`config.mk`:
```
export PLATFORM = sky130hd
export DESIGN_NAME = bus_arbiter
export DESIGN_NICKNAME = d
export VERILOG_FILES = /design/src/rtl/arb_pkg.sv /design/src/rtl/arb_prio.sv /design/src/rtl/arb_enc.sv /design/src/rtl/arb_split_mask.sv /design/src/rtl/bus_arbiter.sv
export SDC_FILE = /design/constraint.sdc
export NUM_CORES = 1
export LEC_CHECK = 0
export BUFFER_PORTS_ARGS = -buffer_cell sky130_fd_sc_hd__buf_4
export CAP_MARGIN = 20
export CORE_MARGIN = 8
export CORE_UTILIZATION = 48
export CTS_BUF_LIST = sky130_fd_sc_hd__clkbuf_4 sky130_fd_sc_hd__clkbuf_8
export CTS_CLUSTER_SIZE = 8
export DETAILED_ROUTE_END_ITERATION = 8
export GPL_TIMING_DRIVEN = 0
export PLACE_DENSITY = 0.79
export SYNTH_ARGS = -nofsm -noshare
export SYNTH_HDL_FRONTEND = slang
export SYNTH_SLANG_ARGS = --single-unit
```
`constraint.sdc`:
```
create_clock -name clk -period 3.7 [get_ports clk]
set_input_delay 0.185 -clock clk [delete_from_list [all_inputs] [get_ports clk]]
set_output_delay 0.185 -clock clk [all_outputs]
set_load 0.01 [all_outputs]
```
`src/rtl/arb_pkg.sv`:
```
package arb_pkg;
  localparam logic [1:0] RESP_SPLIT = 2'b11;
endpackage

```
`src/rtl/arb_prio.sv`:
```
module arb_prio #(
  parameter int N = 16
) (
  input  logic [N-1:0] cand,
  output logic [N-1:0] pick_oh,
  output logic         any
);
  logic [N:0] seen;
  assign seen[0] = 1'b0;

  genvar i;
  generate
    for (i = 0; i < N; i++) begin : g_chain
      assign seen[i+1]  = seen[i] | cand[i];
      assign pick_oh[i] = cand[i] & ~seen[i];
    end
  endgenerate

  assign any = seen[N];

  always_comb begin
    assert_pick_lowest_R4: assert (((pick_oh - 1'b1) & cand & {N{any}}) == '0);
  end
endmodule

```
`src/rtl/arb_enc.sv`:
```
module arb_enc #(
  parameter int N  = 16,
  parameter int IW = 4
) (
  input  logic [N-1:0]  oh,
  output logic [IW-1:0] idx
);
  always_comb begin
    idx = '0;
    for (int i = 0; i < N; i++) begin
      if (oh[i]) idx = idx | IW'(i);
    end
  end
endmodule

```
`src/rtl/arb_split_mask.sv`:
```
module arb_split_mask #(
  parameter int N  = 16,
  parameter int IW = 4
) (
  input  logic          clk,
  input  logic          rst_n,
  input  logic          park_en,
  input  logic [IW-1:0] park_idx,
  input  logic [N-1:0]  release_v,
  output logic [N-1:0]  mask_nxt,
  output logic [N-1:0]  mask_q
);
  genvar i;
  generate
    for (i = 0; i < N; i++) begin : g_bit
      assign mask_nxt[i] = (mask_q[i] | (park_en && park_idx == IW'(i))) & ~release_v[i];
      always_ff @(posedge clk or negedge rst_n) begin
        if (!rst_n) mask_q[i] <= 1'b0;
        else        mask_q[i] <= mask_nxt[i];
      end
    end
  endgenerate

  assert_release_clears_R9: assert property (@(posedge clk) disable iff (!rst_n)
    (|release_v) |=> ((mask_q & $past(release_v)) == '0));

  assert_park_sets_R8: assert property (@(posedge clk) disable iff (!rst_n)
    (park_en && !release_v[park_idx]) |=> mask_q[$past(park_idx)]);
endmodule

```
`src/rtl/bus_arbiter.sv`:
```
module bus_arbiter #(
  parameter int NUM_MASTERS = 16,
  parameter int DFLT_MASTER = 15,
  localparam int ID_W = (NUM_MASTERS > 1) ? $clog2(NUM_MASTERS) : 1
) (
  input  logic                   clk,
  input  logic                   rst_n,
  input  logic [NUM_MASTERS-1:0] bus_req,
  input  logic [NUM_MASTERS-1:0] bus_lock,
  input  logic                   xfer_ready,
  input  logic [1:0]             xfer_resp,
  input  logic [NUM_MASTERS-1:0] split_release,
  output logic [NUM_MASTERS-1:0] grant,
  output logic [ID_W-1:0]        owner_id,
  output logic                   owner_locked
);
  import arb_pkg::*;

  localparam logic [NUM_MASTERS-1:0] DFLT_OH = NUM_MASTERS'(1) << DFLT_MASTER;

  logic [NUM_MASTERS-1:0] grant_q, grant_nxt, mask_nxt, mask_q, pick_oh;
  logic [ID_W-1:0]        cur_idx, owner_q;
  logic                   locked_q, pick_any, hold_lock, park_en;

  arb_enc #(.N(NUM_MASTERS), .IW(ID_W)) u_enc (
    .oh  (grant_q),
    .idx (cur_idx)
  );

  assign park_en = xfer_ready && (xfer_resp == RESP_SPLIT);

  arb_split_mask #(.N(NUM_MASTERS), .IW(ID_W)) u_mask (
    .clk       (clk),
    .rst_n     (rst_n),
    .park_en   (park_en),
    .park_idx  (owner_q),
    .release_v (split_release),
    .mask_nxt  (mask_nxt),
    .mask_q    (mask_q)
  );

  arb_prio #(.N(NUM_MASTERS)) u_prio (
    .cand    (bus_req & ~mask_nxt),
    .pick_oh (pick_oh),
    .any     (pick_any)
  );

  assign hold_lock = bus_lock[cur_idx] & ~mask_nxt[cur_idx];

  always_comb begin
    if (hold_lock)     grant_nxt = grant_q;
    else if (pick_any) grant_nxt = pick_oh;
    else               grant_nxt = DFLT_OH;
  end

  always_ff @(posedge clk or negedge rst_n) begin
    if (!rst_n) begin
      grant_q  <= DFLT_OH;
      owner_q  <= ID_W'(DFLT_MASTER);
      locked_q <= 1'b0;
    end else if (xfer_ready) begin
      grant_q  <= grant_nxt;
      owner_q  <= cur_idx;
      locked_q <= bus_lock[cur_idx];
    end
  end

  assign grant        = grant_q;
  assign owner_id     = owner_q;
  assign owner_locked = locked_q;

  assert_grant_onehot_R2: assert property (@(posedge clk) disable iff (!rst_n)
    $countones(grant) == 1);

  assert_stall_holds_R3: assert property (@(posedge clk) disable iff (!rst_n)
    !xfer_ready |=> ($stable(grant) && $stable(owner_id) && $stable(owner_locked)));

  assert_lock_keeps_R6: assert property (@(posedge clk) disable iff (!rst_n)
    (xfer_ready && |(grant & bus_lock & ~mask_nxt)) |=> (grant == $past(grant)));

  assert_owner_follows_R7: assert property (@(posedge clk) disable iff (!rst_n)
    xfer_ready |=> (owner_id == $past(cur_idx)));

  assert_parked_not_granted_R8: assert property (@(posedge clk) disable iff (!rst_n)
    xfer_ready |=> ((grant & mask_q) == '0 || grant == DFLT_OH));
endmodule

```
# Yosys cells after proc, flatten, opt, wreduce, memory -nomap -nowiden
# Cells that the tools add are included.
# op_classes
addsub	0
multipliers	0
div	0
n_lt_le_gt_ge	1
eq_ne	16
shift	0
mux	20
bitwise_logic	98
reduce_logical	19
# op_table
operator	n
inverter 1 bit	33
AND 1 bit	32
equality test 4 bit, second input constant	8
two-way mux 4 bit	8
OR 1 bit	31
logical AND 1 bit	17
AND 16 bit	1
equality test 4 x 3 -> 1 bit, second input constant	4
two-way mux 16 bit	1
inverter 16 bit	1
two-way mux 3 bit	4
binary-select mux 1 bit (select 4 bit)	2
equality test 4 x 2 -> 1 bit, second input constant	2
< comparator 4 x 5 -> 1 bit, second input constant	1
equality test 4 x 1 -> 1 bit, second input constant	1
zero test 4 bit	1
two-way mux 2 bit	2
two-way mux 1 bit	3
equality test 2 bit, second input constant	1
AND reduction 2 bit	1
# word_totals
register_bits	37
latch_bits	0
ramBits	0
rom_bits	0
in_bits	53
output_inout_bits	21
wordCells	173
memories	0

# Depth between registers and ports, before layout
# depth
word_depth	24
ltp_mapped	10

# Modules after synthesis
# A second synthesis with hierarchy kept.
# unflattened
hier_cells	240
area_unflattened_um2	2403.6
# modules_own_cells
mod	instances	cells_each	area_per_inst_um2	seq_area_each_um2
bus_arbiter	1	128	1367.6	531.8
arb_split_mask	1	67	740.7	400.4
arb_prio	1	34	230.2	0.0
arb_enc	1	11	65.1	0.0

# Least setup slack after synthesis
# OpenSTA, ideal clock, no wires.
# synth_timing
kind	reg-to-reg
start	register grant_q[13], in the netlist grant[13]
end	register grant_q[2], in the netlist grant[2]
setup_ns	0.125
t_arrival_ns	2.384
t_required_ns	3.575
path_slack_ns	1.191
path_stages_with_launch	10
path_buffers	2
period_less_slack_ns	2.509
cell_sequence	dfrtp_1 nor4_1 nand2_2 buf_4 a2111oi_1 nor3_1 o21ai_1 nand2_2 buf_6 mux2_4
# synth_via
elab_chain_cells	9
word_cells_on_any_way	11
classes_between	7 x mux; 3 x bitwise; 1 x reduce/logical
# synth_rtl
element	line_no	text
start: declaration	bus_arbiter.sv:21	logic [NUM_MASTERS-1:0] grant_q, grant_nxt, mask_nxt, mask_q, pick_oh;
start signal: assignment	bus_arbiter.sv:62	grant_q <= grant_nxt;
two-way mux 4 bit (*) (3 in series)	arb_enc.sv:11	if (oh[i]) idx = idx | IW'(i);
binary-select mux 1 bit (select 4 bit)	bus_arbiter.sv:48	assign hold_lock = bus_lock[cur_idx] & ~mask_nxt[cur_idx];
two-way mux 1 bit (implied by the code)	bus_arbiter.sv:48	
inverter 1 bit	bus_arbiter.sv:48	
AND 1 bit (*)	bus_arbiter.sv:48	
inverter 1 bit (no line) (*)	-	
AND reduction 2 bit (no line) (*)	-	
# Mark *: on every way between the ends. The rest lies on a longest branch, timed or not. The select of a mux whose other input is x is not followed.
# A chain may end at the register's enable or synchronous reset.

# Worst setup path in the final report
# layout_timing
start	register grant_q[13], in the netlist grant[13]
end	register grant_q[4], in the netlist grant[4]
# The elaborated chain is that of the path after synthesis.

==> reports/qor.txt <==
CP max stage cell = nor4_1
Most frequent cells in the layout = 74 x buf_4, 32 x dfrtp_1, 30 x nor2_1, 20 x inv_1, 11 x mux2i_1
Initial antenna violation count = 0
Drt wl/cell = 18.0 µm
Starting Density = 0.505
Crit path time final = 2.94 ns
Max_slew headroom = 0.565
Cell Pwr Density = 511 nW/µm²
Lkg Pwr = 1.51 nW
Max VDD drop = 375 µV
Syn_area_per_cell = 9.78 µm²
Final Setup Violations = 0
Critical-path cell list = nor4_1, nand2_2, buf_4, a2111oi_1, nor3_1, o21ai_1, nand2_2, buf_6, mux2_4
Die Y = 84.2 µm
Routed Antenna Nets = 0
R2R depth = 9
Global-route wire length before repair = 10400 µm
H-tree depth = 2
Fraction of layout instances using a drive strength above 1 = 0.346
Reg2reg setup slack = 0.76 ns
TritonCTS clock tree = yes
Post-layout net count = 361
Total CTS buffers = 5
Synth Cell Area = 2230 µm²
Sequential fraction of the synthesis area = 0.418
Dominant synthesized flop cell = dfrtp_1
Routability Congestion = 0.885
CP max stage delay = 0.48 ns
Vias in the first global route = 2079
GRT Util Overall = 0.179
Diode count = 0
Fillers = 368
DRC Markers = 0
Ys async rst share = 1.00
Final Hold Fails = 0
Max FO, Critical Path = 10
Area Overhead vs Synth = 32.0%
Slew Viols, Final = 0
Via density = 5.73
Netlist cell types = 54
Clk root buf = clkbuf_8
Syn_nets = 281
Total Wirelength = 6480 µm
#FFs+latches synth = 37
Post-Synthesis Cells = 228
Core area = 4410 µm²
Commonest non-fill, non-tap cell in the layout = buf_4
Reg2reg start = grant[13]$_DFFE_PN0P_
CTS Sinks = 37
# Max-Cap Violations = 0
DR iter-0 viols = 117
Crit path arrival time = 3.11 ns
Final setup TNS = 0 ns
Crit start category = flip-flop
Hold path depth = 2
Grt ovf = 0
Largest net degree at the start of global routing = 38
Clock Path Buffers = 2
Die width = 84.2 µm
FF-to-FF End = grant[4]$_DFFE_PN0P_
CP Capture Type = flip-flop
# IOs = 74
Max Freq = 0.341 GHz
CTS clk-pin slew, worst paths = 0.07 ns
Synth warn = 0
DIE AREA = 7080 µm²
Worst Path Class, Setup = flip-flop to flip-flop
CP most frequent cell = nand2_2
Final Power = 1.50 mW
RSZ-0062 raised after global routing = no
Slew @ Worst Pin = 0.649 ns
DRT Pass-1 Iters = 4
Worst Clk Skew = 0.00547 ns
HP Class = input port to flip-flop
Worst setup endpoint = grant[4]$_DFFE_PN0P_
Row count = 24
Port Buffer Count = 72
Final period utilization = 0.793
Clk Latency, worst-skew pair = 0.29 ns
Worst hold slack = 0.0555 ns
Cts repair resizes = 0
Worst endpoint required time = 3.87 ns
Post-synth EDFFs = 0
Vias = 2069
DP HPWL = 5200 µm
Status = finished, final reports clean
CP Launch Point = grant[13]$_DFFE_PN0P_
-- synthesized netlist by cell type (4+ instances only) --
master / n / share of area
nor2_1: 30 / 0.051
dfrtp_1: 32 / 0.36
mux2i_1: 11 / 0.049
nand2_1: 9 / 0.015
a32oi_1: 4 / 0.016
nand3_1: 7 / 0.016
dfstp_2: 5 / 0.059
nor2b_1: 8 / 0.022
nor3_1: 6 / 0.013
a21oi_1: 7 / 0.016
inv_1: 20 / 0.034
a31oi_1: 8 / 0.022
nor4_1: 5 / 0.014
o21ai_0: 5 / 0.011
mux2_1: 6 / 0.030
mux2_4: 8 / 0.054
-- flip-flops by register name, summed over array words and instances, names as in the netlist --
signal         flops
grant             16
owner_id           4
owner_locked       1
u_mask.mask_q     16
-- metal layers --
metal,GRT usage,wire length [µm],part of all wire
met4,0.0518,64,0.0099
met2,0.287,3140,0.48
met3,0.0406,332,0.051
met5,0,0,0
met1,0.236,2950,0.45
-- cell type report --
type	instances	area, µm²	area share
Buffer	8	53.8	0.0183
Clock buffer	8	97.6	0.0332
Inverter	21	78.8	0.0268
Multi-Input combinational cell	162	1160	0.396
Sequential cell	37	932	0.317
Tap cell	52	65.1	0.0221
Timing Repair Buffer	73	551	0.187
-- logic make-up after synthesis --
logic type             synth area share
AO/OA/AOI/OAI                     0.140
multiplexers                      0.134
AND/OR/NAND/NOR                   0.249
buffers and inverters            0.0595
flip-flops                        0.418
-- what timing repair did --
action / in CTS / in global routing
hold buffers: 1 / 0
endpoints found under the hold margin: 32 / 0
endpoints found under the setup margin: 0 / 0
buffers inserted: 0 / 0
-- critical path, delay by kind of cell (launching register included) --
family                 cells  cell delay [ns]
AND/OR/NAND/NOR            4             1.05
AO/OA/AOI/OAI              2             0.58
buffers and inverters      2             0.46
flip-flops                 1             0.43
multiplexers               1             0.30
-- per-stage QoR --
| step | setup WS, ns | instances | area [µm²] | utilization |
|---|---|---|---|---|
| final | 0.765 | 361 | 2940 | 0.667 |
| after global routing | 0.553 | 361 | 2940 | 0.667 |
| after CTS | 0.809 | 361 | 2940 | 0.667 |
| after detailed placement | 0.844 | 352 | 2840 | 0.642 |
| after global placement | 0.870 | 352 | 2840 | 0.642 |
| after floorplan | 1.19 | 228 | 2230 | - |
-- worst min-delay path by stage --
stage / start / end / slack, ns
floorplan: rst_n / grant[0]$_DFFE_PN0P_ / -0.11
global placement: rst_n / grant[0]$_DFFE_PN0P_ / 0.17
detailed placement: rst_n / grant[3]$_DFFE_PN0P_ / 0.17
CTS: split_release[15] / u_mask.mask_q[15]$_DFF_PN0_ / 0.05
global route: split_release[15] / u_mask.mask_q[15]$_DFF_PN0_ / 0.05
finish: split_release[15] / u_mask.mask_q[15]$_DFF_PN0_ / 0.06
-- report_power, final --
part / switching [mW] / internal [mW]
clock: 0.138 / 0.167
combinational: 0.377 / 0.314
sequential: 0.0515 / 0.457
total: 0.566 / 0.938
Power figures use the tool's default switching activity.
